**src/rtl/fifo_rt_pkg.sv**
```systemverilog
package fifo_rt_pkg;
    typedef enum logic [0:0] {
        ST_RUN    = 1'b0,
        ST_REWIND = 1'b1
    } rd_state_e;
endpackage

```
**src/rtl/fifo_rt_cfg.sv**
```systemverilog
module fifo_rt_cfg #(
    parameter int PW     = 4,
    parameter int AE_DEF = 2,
    parameter int AF_DEF = 2
) (
    input  logic          clk,
    input  logic          mrst,
    input  logic          fwft_in,
    input  logic          ser_en,
    input  logic          ser_stb,
    input  logic          ser_din,
    output logic          fwft,
    output logic [PW-1:0] ae_ofs,
    output logic [PW-1:0] af_ofs
);
    localparam int SW = 2 * PW;

    logic [SW-1:0] sreg;

    always_ff @(posedge clk) begin
        if (mrst) begin
            fwft <= fwft_in;
        end
    end

    always_ff @(posedge clk) begin
        if (mrst) begin
            sreg <= {PW'(AF_DEF), PW'(AE_DEF)};
        end else if (ser_en && ser_stb) begin
            sreg <= {ser_din, sreg[SW-1:1]};
        end
    end

    assign ae_ofs = sreg[PW-1:0];
    assign af_ofs = sreg[SW-1:PW];


    mode_hold_chk: assert property (@(posedge clk) disable iff (mrst)
        1'b1 |=> $stable(fwft));


    ser_idle_chk: assert property (@(posedge clk) disable iff (mrst)
        !(ser_en && ser_stb) |=> ($stable(ae_ofs) && $stable(af_ofs)));
endmodule

```
**src/rtl/fifo_rt_mem.sv**
```systemverilog
module fifo_rt_mem #(
    parameter int WIDTH = 16,
    parameter int AW    = 3
) (
    input  logic             clk,
    input  logic             we,
    input  logic [AW-1:0]    waddr,
    input  logic [WIDTH-1:0] wdata,
    input  logic [AW-1:0]    raddr,
    output logic [WIDTH-1:0] rdata
);
    localparam int DEPTH = 1 << AW;

    logic [WIDTH-1:0] store [DEPTH];

    always_ff @(posedge clk) begin
        if (we) begin
            store[waddr] <= wdata;
        end
    end

    assign rdata = store[raddr];
endmodule

```
**src/rtl/fifo_rt_ctrl.sv**
```systemverilog
module fifo_rt_ctrl
    import fifo_rt_pkg::*;
#(
    parameter int WIDTH = 16,
    parameter int AW    = 3
) (
    input  logic             clk,
    input  logic             mrst,
    input  logic             prst,
    input  logic             fwft,
    input  logic             wr_en,
    input  logic             rd_en,
    input  logic             ofs_rd,
    input  logic             retx,
    input  logic             mark,
    input  logic [WIDTH-1:0] ofs_word,
    input  logic [WIDTH-1:0] mem_rdata,
    output logic             mem_we,
    output logic [AW-1:0]    mem_waddr,
    output logic [AW-1:0]    mem_raddr,
    output logic [WIDTH-1:0] dout,
    output logic [AW:0]      count,
    output logic             empty
);
    localparam int            PW      = AW + 1;
    localparam int            DEPTH   = 1 << AW;
    localparam logic [PW-1:0] DEPTH_V = PW'(DEPTH);

    rd_state_e     state, state_nx;
    logic [PW-1:0] wptr, rptr, mark_ptr, tgt;
    logic          mark_vld, ovalid;
    logic          wr_ok, rd_std, pop_ff, pop_any, rb, drain, running;

    // State register
    always_ff @(posedge clk) begin
        if (mrst || prst) begin
            state <= ST_RUN;
        end else begin
            state <= state_nx;
        end
    end

    always_comb begin
        state_nx = state;
        unique case (state)
            ST_RUN:    state_nx = retx ? ST_REWIND : ST_RUN;
            ST_REWIND: state_nx = retx ? ST_REWIND : ST_RUN;
            default:   state_nx = ST_RUN;
        endcase
    end

    // Outputs of the state machine
    always_comb begin
        running = (state == ST_RUN) && !retx;
        empty   = fwft ? !ovalid : ((state == ST_REWIND) || (count == '0));
    end

    assign wr_ok   = wr_en && (count != DEPTH_V);
    assign rd_std  = !fwft && running && rd_en && !ofs_rd && (count != '0);
    assign pop_ff  = fwft && running && (count != '0) && (!ovalid || (rd_en && !ofs_rd));
    assign pop_any = rd_std || pop_ff;
    assign drain   = fwft && running && ovalid && rd_en && !ofs_rd && (count == '0);
    assign rb      = running && ofs_rd && rd_en && (!fwft || !ovalid);
    assign tgt     = mark_vld ? mark_ptr : '0;

    assign mem_we    = wr_ok && !mrst && !prst;
    assign mem_waddr = wptr[AW-1:0];
    assign mem_raddr = rptr[AW-1:0];

    always_ff @(posedge clk) begin
        if (mrst || prst) begin
            wptr   <= '0;
            rptr   <= '0;
            count  <= '0;
            dout   <= '0;
            ovalid <= 1'b0;
            if (mrst) begin
                mark_vld <= 1'b0;
                mark_ptr <= '0;
            end
        end else begin
            if (wr_ok) begin
                wptr <= wptr + 1'b1;
            end
            if (retx) begin
                rptr   <= tgt;
                count  <= wptr - tgt + PW'(wr_ok);
                ovalid <= 1'b0;
            end else begin
                if (pop_any) begin
                    rptr <= rptr + 1'b1;
                end
                count <= count + PW'(wr_ok) - PW'(pop_any);
                if (mark) begin
                    mark_ptr <= rptr;
                    mark_vld <= 1'b1;
                end
                if (pop_ff) begin
                    ovalid <= 1'b1;
                end else if (drain) begin
                    ovalid <= 1'b0;
                end
            end
            if (pop_any) begin
                dout <= mem_rdata;
            end else if (rb) begin
                dout <= ofs_word;
            end
        end
    end


    no_overflow_chk: assert property (@(posedge clk) disable iff (mrst || prst)
        count <= DEPTH_V);


    full_write_block_chk: assert property (@(posedge clk) disable iff (mrst || prst)
        (count == DEPTH_V) |=> (wptr == $past(wptr)));


    empty_read_block_chk: assert property (@(posedge clk) disable iff (mrst || prst)
        (!fwft && count == '0 && !retx) |=> (rptr == $past(rptr)));


    rewind_wptr_chk: assert property (@(posedge clk) disable iff (mrst || prst)
        (retx && !wr_en) |=> (wptr == $past(wptr)));


    rewind_empty_chk: assert property (@(posedge clk) disable iff (mrst || prst)
        retx |=> empty);


    partial_clear_chk: assert property (@(posedge clk) disable iff (mrst)
        prst |=> (dout == '0 && count == '0));
endmodule

```
**src/rtl/fifo_rt.sv**
```systemverilog
module fifo_rt #(
    parameter int WIDTH  = 16,
    parameter int AW     = 3,
    parameter int AE_DEF = 2,
    parameter int AF_DEF = 2
) (
    input  logic             clk,
    input  logic             mrst,
    input  logic             prst,
    input  logic             fwft_sel,
    input  logic             wr_en,
    input  logic [WIDTH-1:0] din,
    input  logic             rd_en,
    output logic [WIDTH-1:0] dout,
    output logic             empty,
    output logic             full,
    output logic             almost_empty_n,
    output logic             almost_full_n,
    input  logic             retx,
    input  logic             mark,
    input  logic             ofs_rd,
    input  logic             ser_en,
    input  logic             ser_stb,
    input  logic             ser_din
);
    localparam int            PW      = AW + 1;
    localparam int            DEPTH   = 1 << AW;
    localparam logic [PW-1:0] DEPTH_V = PW'(DEPTH);

    logic             fwft, mem_we;
    logic [PW-1:0]    ae_ofs, af_ofs, count, free_slots;
    logic [AW-1:0]    mem_waddr, mem_raddr;
    logic [WIDTH-1:0] mem_rdata, ofs_word;

    fifo_rt_cfg #(.PW(PW), .AE_DEF(AE_DEF), .AF_DEF(AF_DEF)) u_cfg (
        .clk(clk), .mrst(mrst), .fwft_in(fwft_sel),
        .ser_en(ser_en), .ser_stb(ser_stb), .ser_din(ser_din),
        .fwft(fwft), .ae_ofs(ae_ofs), .af_ofs(af_ofs)
    );

    fifo_rt_mem #(.WIDTH(WIDTH), .AW(AW)) u_mem (
        .clk(clk), .we(mem_we), .waddr(mem_waddr), .wdata(din),
        .raddr(mem_raddr), .rdata(mem_rdata)
    );

    assign ofs_word = WIDTH'({af_ofs, ae_ofs});

    fifo_rt_ctrl #(.WIDTH(WIDTH), .AW(AW)) u_ctrl (
        .clk(clk), .mrst(mrst), .prst(prst), .fwft(fwft),
        .wr_en(wr_en), .rd_en(rd_en), .ofs_rd(ofs_rd), .retx(retx), .mark(mark),
        .ofs_word(ofs_word), .mem_rdata(mem_rdata),
        .mem_we(mem_we), .mem_waddr(mem_waddr), .mem_raddr(mem_raddr),
        .dout(dout), .count(count), .empty(empty)
    );

    assign free_slots     = DEPTH_V - count;
    assign full           = (count == DEPTH_V);
    assign almost_empty_n = (count >= ae_ofs);
    assign almost_full_n  = (free_slots > af_ofs);


    full_flag_order_chk: assert property (@(posedge clk) disable iff (mrst)
        full |-> !almost_full_n);
endmodule

```
**config.mk**
```make
export PLATFORM = sky130hd
export DESIGN_NAME = fifo_rt
export DESIGN_NICKNAME = d
export VERILOG_FILES = /design/src/rtl/fifo_rt_pkg.sv /design/src/rtl/fifo_rt_cfg.sv /design/src/rtl/fifo_rt_mem.sv /design/src/rtl/fifo_rt_ctrl.sv /design/src/rtl/fifo_rt.sv
export SDC_FILE = /design/constraint.sdc
export NUM_CORES = 1
export LEC_CHECK = 0
export ABC_AREA = 1
export CAP_MARGIN = 40
export CORE_UTILIZATION = 60
export DETAILED_ROUTE_END_ITERATION = 12
export PLACE_DENSITY = 0.78
export SETUP_SLACK_MARGIN = 0.3
export SLEW_MARGIN = 20
export SYNTH_ARGS = -nofsm -noshare
export SYNTH_HDL_FRONTEND = slang
export SYNTH_HIERARCHICAL = 1
export SYNTH_SLANG_ARGS = --single-unit
```
**constraint.sdc**
```tcl
create_clock -name clk -period 3 [get_ports clk]
set_input_delay 0.9 -clock clk [delete_from_list [all_inputs] [get_ports clk]]
set_output_delay 0.9 -clock clk [all_outputs]
set_load 0.01 [all_outputs]
```
==> results of run 1 <==
[worst max-delay path by stage]
stage,start,to,slack [ns],cells past startpoint
floorplan,prst,u_mem/store[1][0],0.22,6
global placement,ofs_rd,u_ctrl/count[1],-0.01,12
detailed placement,rd_en,u_ctrl/count[2],-0.07,12
CTS,u_ctrl/count[0],almost_full_n,0.19,9
global route,u_ctrl/count[0],almost_full_n,0.22,9
finish,u_ctrl/count[0],almost_full_n,0.28,9
[repair_timing]
action                                 CTS  global route
setup endpoints to repair                4             4
endpoints found under the hold margin    0             0
gates cloned                             0             0
gates resized for setup                 13             8
[placed cells by master (no fill, tap or decap), types with 3 or more instances in the layout]
| master | instances |
|---|---|
| a21oi_1 | 26 |
| dfxtp_2 | 4 |
| inv_6 | 3 |
| clkbuf_16 | 17 |
| nand4_1 | 32 |
| edfxtp_1 | 134 |
| dfxtp_1 | 34 |
| bufinv_16 | 3 |
| buf_4 | 33 |
| ha_1 | 22 |
| nor2_1 | 35 |
| nand2_2 | 5 |
| nand3_1 | 103 |
| xor2_1 | 4 |
| nand3_2 | 3 |
| inv_1 | 193 |
| o21ai_0 | 6 |
| clkinv_2 | 4 |
| clkdlybuf4s50_1 | 43 |
| conb_1 | 8 |
| inv_2 | 6 |
| clkinv_1 | 6 |
| nand2_1 | 294 |
[power by group]
group / internal, W / switching (W) / total, W
combinational: 0.000205 / 0.000312 / 0.000517
clock: 0.00129 / 0.000851 / 0.00215
sequential: 0.00261 / 0.0000308 / 0.00264
total: 0.00411 / 0.00119 / 0.00530
[critical path, cell delays in order, from the launching register on]
cell	delay [ns]
dfxtp_2	0.37
inv_4	0.06
ha_4	0.16
xnor2_1	0.12
ha_1	0.28
nand2_1	0.06
inv_1	0.05
nand2_1	0.05
a21oi_1	0.11
buf_2	0.14
[registers in the layout, indices dropped and copies added (netlist names)]
signal and flops:
u_ctrl/rptr 4, u_cfg/fwft 1, u_ctrl/dout 16, u_cfg/sreg 8
u_ctrl/count 4, u_ctrl/wptr 4, u_ctrl/ovalid 1, u_ctrl/state 1
u_ctrl/mark_ptr 4, u_mem/store 128, u_ctrl/mark_vld 1
[cells by family after synthesis]
family	Yosys count	synth area share
and+or+nand+nor	481	0.245
DFF	172	0.557
adders and majority gates	25	0.0381
xor gates and xnor gates	5	0.00510
AOI/OAI and AO/OA	40	0.0252
buffers and inverters	248	0.130
other	1	0.000436
[layout make-up]
cell class	instances	area [sq um]
sequential	172	4790
fill	1021	4070
multi-input combinational	559	2750
inverter	203	771
timing repair buffer	82	749
clock buffer	18	429
tap	180	225
clock inverter	14	150
[per-stage QoR]
stage / hold WS, ns / setup TNS, ns / power, W / setup WS, ns
6_report: 0.496 / 0 / 0.00530 / 0.283
5_1_grt: 0.527 / 0 / 0.00549 / 0.215
4_1_cts: 0.497 / 0 / 0.00532 / 0.194
3_5_place_dp: 0.488 / -0.131 / 0.00320 / -0.0701
3_3_place_gp: 0.485 / -0.0105 / 0.00318 / -0.0105
2_1_floorplan: 0.456 / 0 / 0.00301 / 0.224
[per-layer routing]
layer	global-route usage	vias up
li1	-	3196
met1	0.340	2909
met2	0.432	268
met3	0.0506	31
met4	0.117	0
met5	0	-
==> qor.txt, run 1 <==
Status: finished clean
DP HPWL: 11.5 mm
Count of final hold-check violations: 0
Reg2Reg Setup Slack: 0.62 ns
Worst vdd ir: 450 uV
Fin nets: 1088
WL met3: 1.58 mm
DRC: 0
CTS Sinks: 172
Top post-synthesis cells by area: edfxtp_1 (47%), nand2_1 (13%), dfxtp_1 (8.9%), inv_1 (8.5%), nand3_1 (6.1%)
Post-synth top area share: 0.468
Sequential area share after synthesis: 0.557
Count leader, synth: nand2_1
Post-CTS Setup Bufs: 0
Asr flop ratio synth: 0
Reg-to-Reg End: u_ctrl/count[1]
Fin crit period: 2.72 ns
Clock skew: 0.00706 ns
RSZ-0062 raised after global routing: yes
Hold buffers post-CTS: 0
End-of-flow core utilization: 0.708
Commonest cells post-synth: nand2_1 (295), inv_1 (195), edfxtp_1 (134)
First-pass GRT wire length: 29.2 mm
Clk slew on worst S/H paths: 0.06 ns
Drt first-iter violations: 717
Seq cells post-synth: 172
Share of layout cells above drive strength 1: 0.0897
Worst r2r src: u_ctrl/count[2]
Global-route total usage across every layer: 0.263
Cell taking the most area after synthesis: edfxtp_1
MaxCap Viol Count: 0
Mapped Area: 8590 sq um
CP required: 2.10 ns
Die area: 14800 sq um
Final estimated routing congestion in global placement: 0.860
Clock Latency Late Sink: 0.43 ns
Number of port buffers: 47
Post-route cell area: 9870 sq um
Min-delay src: u_ctrl/dout[6]
Post-route insts no fill: 1228
Warnings, synthesis: 6
Leakage: 4.51 nW
Mapped Cells: 972
Hold Crit Class: reg -> reg
Global route overflow: 0
Netlist cell types: 38
Vias: 6404
Die Span X: 122 um
Crit Path Max Fanout: 4
Fin. max-slew vios: 0
Final-report setup violation count: 0
Final wirelength: 18.1 mm
M1 wire length: 7.43 mm
Arr. time, crit path: 1.82 ns
WL met2: 8.67 mm
Num CTS Buffers: 17
Post-DR vias/cell: 5.21
H-tree levels: 4
1st-pass router iterations: 8
Site Rows: 43
Vias in the first global route: 5981
Primary FF master, synth: edfxtp_1
P&R area growth vs syn: 14.8%
WHS Endpoint: u_ctrl/dout[6]
ANT nets after route: 0
CTS Root Buffer Type: clkbuf_16
Initial Util: 0.617
Placed Area: 9260 sq um
Placed insts: 1196
Largest net degree at the start of global routing: 69
R2R cell count: 10
CTS tree: built
Final Cycle Share: 0.906
Max Clk Rate: 368 MHz
Slew margin rel.: 0.495
I/O Pins: 48
Syn Area/Cell: 8.84 sq um
Type of origin of the critical path: flop
Antenna diodes: 0
Wire per inst: 14.7 um
Top Layer Used: met4
Bufs on Longest Clock Path: 2
Worst hold path depth: 2
Initial antenna violation count: 0
PwrDens: 537 nW/um^2
Core area: 13900 sq um
Die height: 122 um
Crit path capture type: primary output
Crit Path Category: reg -> out
Post-synth EDFFs: 134
Actual slew at the worst max-slew pin: 0.757 ns
No activity file was read; power rests on OpenSTA's default activity.
==> run 2: changes to the inputs <==
--- a/config.mk
+++ b/config.mk
@@ -9,6 +9,7 @@
 export CAP_MARGIN = 40
 export CORE_UTILIZATION = 60
 export DETAILED_ROUTE_END_ITERATION = 12
+export MAX_ROUTING_LAYER = met4
 export PLACE_DENSITY = 0.78
 export SETUP_SLACK_MARGIN = 0.3
 export SLEW_MARGIN = 20
==> qor.txt, run 2 (synthesized netlist as in run 1, its figures left out) <==
Status: finished clean
Max Clk Rate: 368 MHz
Count of final hold-check violations: 0
Arr. time, crit path: 1.82 ns
DP HPWL: 11.8 mm
PwrDens: 528 nW/um^2
Combinational share of power: 0.101
Fillers: 1038
Critical path's slowest cell: dfxtp_1
ANT nets after route: 0
CP required: 2.10 ns
NetSw: 0.00126 W
Clk slew on worst S/H paths: 0.07 ns
Clock group share of total power: 0.393
Post-DR vias/cell: 5.25
Crit path capture type: primary output
Actual slew at the worst max-slew pin: 0.758 ns
Crit-path max cell delay: 0.42 ns
Biggest regs: u_mem/store (128), u_ctrl/dout (16), u_cfg/sreg (8)
End-of-flow core utilization: 0.708
Bufs on Longest Clock Path: 2
Final wirelength: 18.8 mm
Worst vdd ir: 409 uV
Sequential share of power: 0.506
P_int: 0.00395 W
Vias: 6455
Crit Path Max Fanout: 4
Commonest non-fill, non-tap cell in the layout: nand2_1
Crit path cell chain: inv_1 -> xor2_1 -> ha_1 -> nand2_1 -> inv_1 -> nand2_1 -> a21oi_1 -> buf_2
Largest net degree at the start of global routing: 69
Slew margin rel.: 0.495
Global route overflow: 0
Hold buffers post-CTS: 0
I/O Pins: 48
Leakage: 4.51 nW
Num CTS Buffers: 17
Most frequent cells in the layout: nand2_1 (293), inv_1 (193), edfxtp_1 (134)
CTS Sinks: 172
P&R area growth vs syn: 14.8%
Final TNS setup: 0 ns
Wire per inst: 15.3 um
1st-pass router iterations: 5
First-pass GRT wire length: 30.2 mm
RSZ-0062 raised after global routing: yes
Final estimated routing congestion in global placement: 0.856
Type of origin of the critical path: flop
Die Span X: 122 um
Clock Latency Late Sink: 0.43 ns
Site Rows: 43
CTS tree: built
DRC: 0
Drt first-iter violations: 686
Share of layout cells above drive strength 1: 0.0963
Fin crit period: 2.72 ns
Initial Util: 0.617
Critical path buffer and inverter count: 3
Antenna diodes: 0
Core area: 13900 sq um
Fin nets: 1089
CTS Root Buffer Type: clkbuf_16
Hold Crit Class: reg -> reg
Global-route total usage across every layer: 0.283
CP delay by family, top: flip-flops
Vias in the first global route: 6159
MaxCap Viol Count: 0
Max reg flops: 128
Sw Ratio: 0.243
Final-report setup violation count: 0
Clock skew: 0.00792 ns
Crit Path Category: reg -> out
Initial antenna violation count: 0
Die area: 14800 sq um
H-tree levels: 4
Number of port buffers: 47
Top reg by flops: u_mem/store
Fin. max-slew vios: 0
Die height: 122 um
Final Cycle Share: 0.906
-- run 2: cell types whose count changed in the layout (fill, tap and decap cells not counted), moves of 2 or more --
cell	delta
ha_1	-2
clkdlybuf4s50_1	-2
bufinv_16	-3
clkinv_4	+2
dfxtp_2	-2
clkinv_1	-5
-- run 2: per-stage QoR --
stage               area [sq um]  power [W]  std cells  setup WS, ns  hold WS [ns]
floorplan                   8620    0.00301        979         0.224         0.456
global placement            9260    0.00318       1196      -0.00425         0.486
detailed placement          9260    0.00320       1196        -0.105         0.487
CTS                         9820    0.00522       1228        0.0924         0.498
global route                9870    0.00539       1229         0.212         0.515
finish                      9870    0.00521       1229         0.282         0.494
-- run 2: layer usage --
metal | vias to the layer above | track usage | part of all wire
met5 | - | - | 0
met4 | 0 | 0.118 | 0.026
met3 | 44 | 0.0599 | 0.057
met2 | 234 | 0.446 | 0.49
met1 | 2979 | 0.356 | 0.43
li1 | 3198 | - | -
-- run 2: final timing paths --
check	from	to	slack [ns]	cells past startpoint
min	u_ctrl/dout[7]	u_ctrl/dout[7]	0.49	2
min reg2reg	u_ctrl/dout[7]	u_ctrl/dout[7]	0.49	2
max	u_ctrl/count[3]	almost_full_n	0.28	8
max reg2reg	u_ctrl/count[2]	u_ctrl/count[2]	0.66	12
-- run 2: worst min-delay path, cell delays in order (launching register included) --
cell     delay (ns)
dfxtp_1        0.31
nand4_1        0.08
a21oi_1        0.06
-- run 2: layout make-up --
class / count / area [sq um] / area share
tap: 180 / 225 / 0.0228
clock buffer: 20 / 468 / 0.0474
sequential: 172 / 4790 / 0.485
multi-input combinational: 559 / 2770 / 0.281
inverter: 203 / 771 / 0.0781
timing repair buffer: 83 / 758 / 0.0768
clock inverter: 12 / 86.3 / 0.00875
-- run 2: repair_timing --
item                                    CTS  global route
endpoints found under the setup margin    4             5
gates resized for setup                  10            17
buffers inserted                          0             1
endpoints found under the hold margin     0             0
pin swaps                                 0             3
gates cloned                              0             0
-- run 2: power by group through the flow --
stage          sequential [W]  combinational (W)  clock, W
4_1_cts               0.00263           0.000515   0.00207
5_1_grt               0.00264           0.000586   0.00216
3_3_place_gp          0.00268           0.000498         0
2_1_floorplan         0.00268           0.000331         0
3_5_place_dp          0.00269           0.000514         0
6_report              0.00264           0.000525   0.00205
==> run 3: changes to the inputs <==
--- a/config.mk
+++ b/config.mk
@@ -8,6 +8,8 @@
 export ABC_AREA = 1
 export CAP_MARGIN = 40
 export CORE_UTILIZATION = 60
+export CTS_BUF_LIST = sky130_fd_sc_hd__clkbuf_16
+export CTS_CLUSTER_SIZE = 28
 export DETAILED_ROUTE_END_ITERATION = 12
 export MAX_ROUTING_LAYER = met4
 export PLACE_DENSITY = 0.78
==> qor.txt, run 3 (synthesized netlist as in run 1, its figures left out) <==
Global-route total usage across every layer: 0.283
End-of-flow core utilization: 0.707
CP delay by family, top: flip-flops
Leakage: 4.51 nW
Wire per inst: 15.3 um
Crit path capture type: primary output
Clk slew on worst S/H paths: 0.07 ns
Core area: 13900 sq um
Clock skew: 0.00721 ns
Hold buffers post-CTS: 0
Slew margin rel.: 0.491
Most frequent cells in the layout: nand2_1 (293), inv_1 (194), edfxtp_1 (134)
Die area: 14800 sq um
Final wirelength: 18.8 mm
First-pass GRT wire length: 30.2 mm
Critical path buffer and inverter count: 3
Placed Area: 9260 sq um
Worst vdd ir: 407 uV
DRC: 0
Post-route insts no fill: 1229
Critical path's slowest cell: dfxtp_1
Crit Path Max Fanout: 4
Fin nets: 1089
Clock group share of total power: 0.389
CP required: 2.10 ns
Num CTS Buffers: 17
Crit-path max cell delay: 0.42 ns
Post-route cell area: 9860 sq um
Vias in the first global route: 6151
CTS Root Buffer Type: clkbuf_16
PwrDens: 525 nW/um^2
Count of final hold-check violations: 0
Hold Crit Class: reg -> reg
H-tree levels: 4
Biggest regs: u_mem/store (128), u_ctrl/dout (16), u_cfg/sreg (8)
Tot Pwr: 0.00517 W
Fin crit period: 2.72 ns
Initial antenna violation count: 0
Vias: 6436
1st-pass router iterations: 5
Sequential Area: 4790 sq um
Actual slew at the worst max-slew pin: 0.764 ns
Status: finished clean
Final Cycle Share: 0.905
Global route overflow: 0
Final estimated routing congestion in global placement: 0.856
Top reg by flops: u_mem/store
Number of port buffers: 47
ANT nets after route: 0
Die height: 122 um
Placed insts: 1196
Antenna diodes: 0
Bufs on Longest Clock Path: 2
Die Span X: 122 um
Initial Util: 0.617
Final-report setup violation count: 0
Drt first-iter violations: 664
NetSw: 0.00126 W
Post-DR vias/cell: 5.24
P&R area growth vs syn: 14.7%
RSZ-0062 raised after global routing: yes
Share of layout cells above drive strength 1: 0.0953
I/O Pins: 48
Max reg flops: 128
Crit path cell chain: inv_1 -> xor2_1 -> ha_1 -> nand2_1 -> inv_1 -> nand2_1 -> a21oi_1 -> buf_2
DP HPWL: 11.8 mm
Max Clk Rate: 368 MHz
Type of origin of the critical path: flop
Sequential share of power: 0.509
Commonest non-fill, non-tap cell in the layout: nand2_1
CTS tree: built
MaxCap Viol Count: 0
Arr. time, crit path: 1.82 ns
Fin. max-slew vios: 0
Sw Ratio: 0.243
Combinational share of power: 0.101
Fillers: 1036
Site Rows: 43
Crit Path Category: reg -> out
CTS Sinks: 172
P_int: 0.00392 W
Hold Slack: 0.494 ns
Largest net degree at the start of global routing: 69
Clock Latency Late Sink: 0.43 ns
Multi-input gate area: 2770 sq um
[run 3: changes by cell type in the layout (fill, tap and decap cells not counted)]
cell      change
clkbuf_1      -1
clkbuf_8      -1
clkinv_1      +1
inv_1         +1
[run 3: worst min-delay path, delay by kind of cell, from the launching register on]
family | cells | cell delay [ns]
AOI/OAI and AO/OA | 1 | 0.06
DFF | 1 | 0.31
and+or+nand+nor | 1 | 0.08
[run 3: per-layer routing]
metal	track usage	vias to the layer above	wire (um)
met5	-	-	0
met4	0.118	0	498
met3	0.0599	45	996
met2	0.444	220	9230
met1	0.357	2975	8110
li1	-	3196	-
[run 3: cell type report]
class | instances | area share
clock buffer | 18 | 0.0457
clock inverter | 14 | 0.00952
inverter | 203 | 0.0782
multi-input combinational | 559 | 0.281
sequential | 172 | 0.486
tap | 180 | 0.0228
timing repair buffer | 83 | 0.0769
[run 3: power groups by stage]
stage / clock (W) / sequential [W] / combinational [W]
after global routing: 0.00213 / 0.00264 / 0.000586
after global placement: 0 / 0.00268 / 0.000498
after floorplan: 0 / 0.00268 / 0.000331
final: 0.00201 / 0.00264 / 0.000525
after detailed placement: 0 / 0.00269 / 0.000514
after CTS: 0.00204 / 0.00263 / 0.000515
[run 3: per-stage QoR]
step | worst slack [ns] | setup TNS, ns
floorplan | 0.224 | 0
global placement | -0.00425 | -0.00425
detailed placement | -0.105 | -0.200
CTS | 0.0924 | 0
global route | 0.212 | 0
finish | 0.284 | 0
[run 3: path summary, 6_finish.rpt]
| kind | depth (start not counted) | slack [ns] | start | endpoint |
|---|---|---|---|---|
| worst min-delay path | 2 | 0.49 | u_ctrl/dout[7] | u_ctrl/dout[7] |
| worst min register to register | 2 | 0.49 | u_ctrl/dout[7] | u_ctrl/dout[7] |
| worst max register to register | 12 | 0.66 | u_ctrl/count[2] | u_ctrl/count[2] |
| worst max-delay path | 8 | 0.28 | u_ctrl/count[3] | almost_full_n |
[run 3: repair_timing]
action | 4_1_cts | 5_1_grt
setup endpoints to repair | 4 | 5
resized for setup | 10 | 17
buffers inserted | 0 | 1
pin swaps | 0 | 3
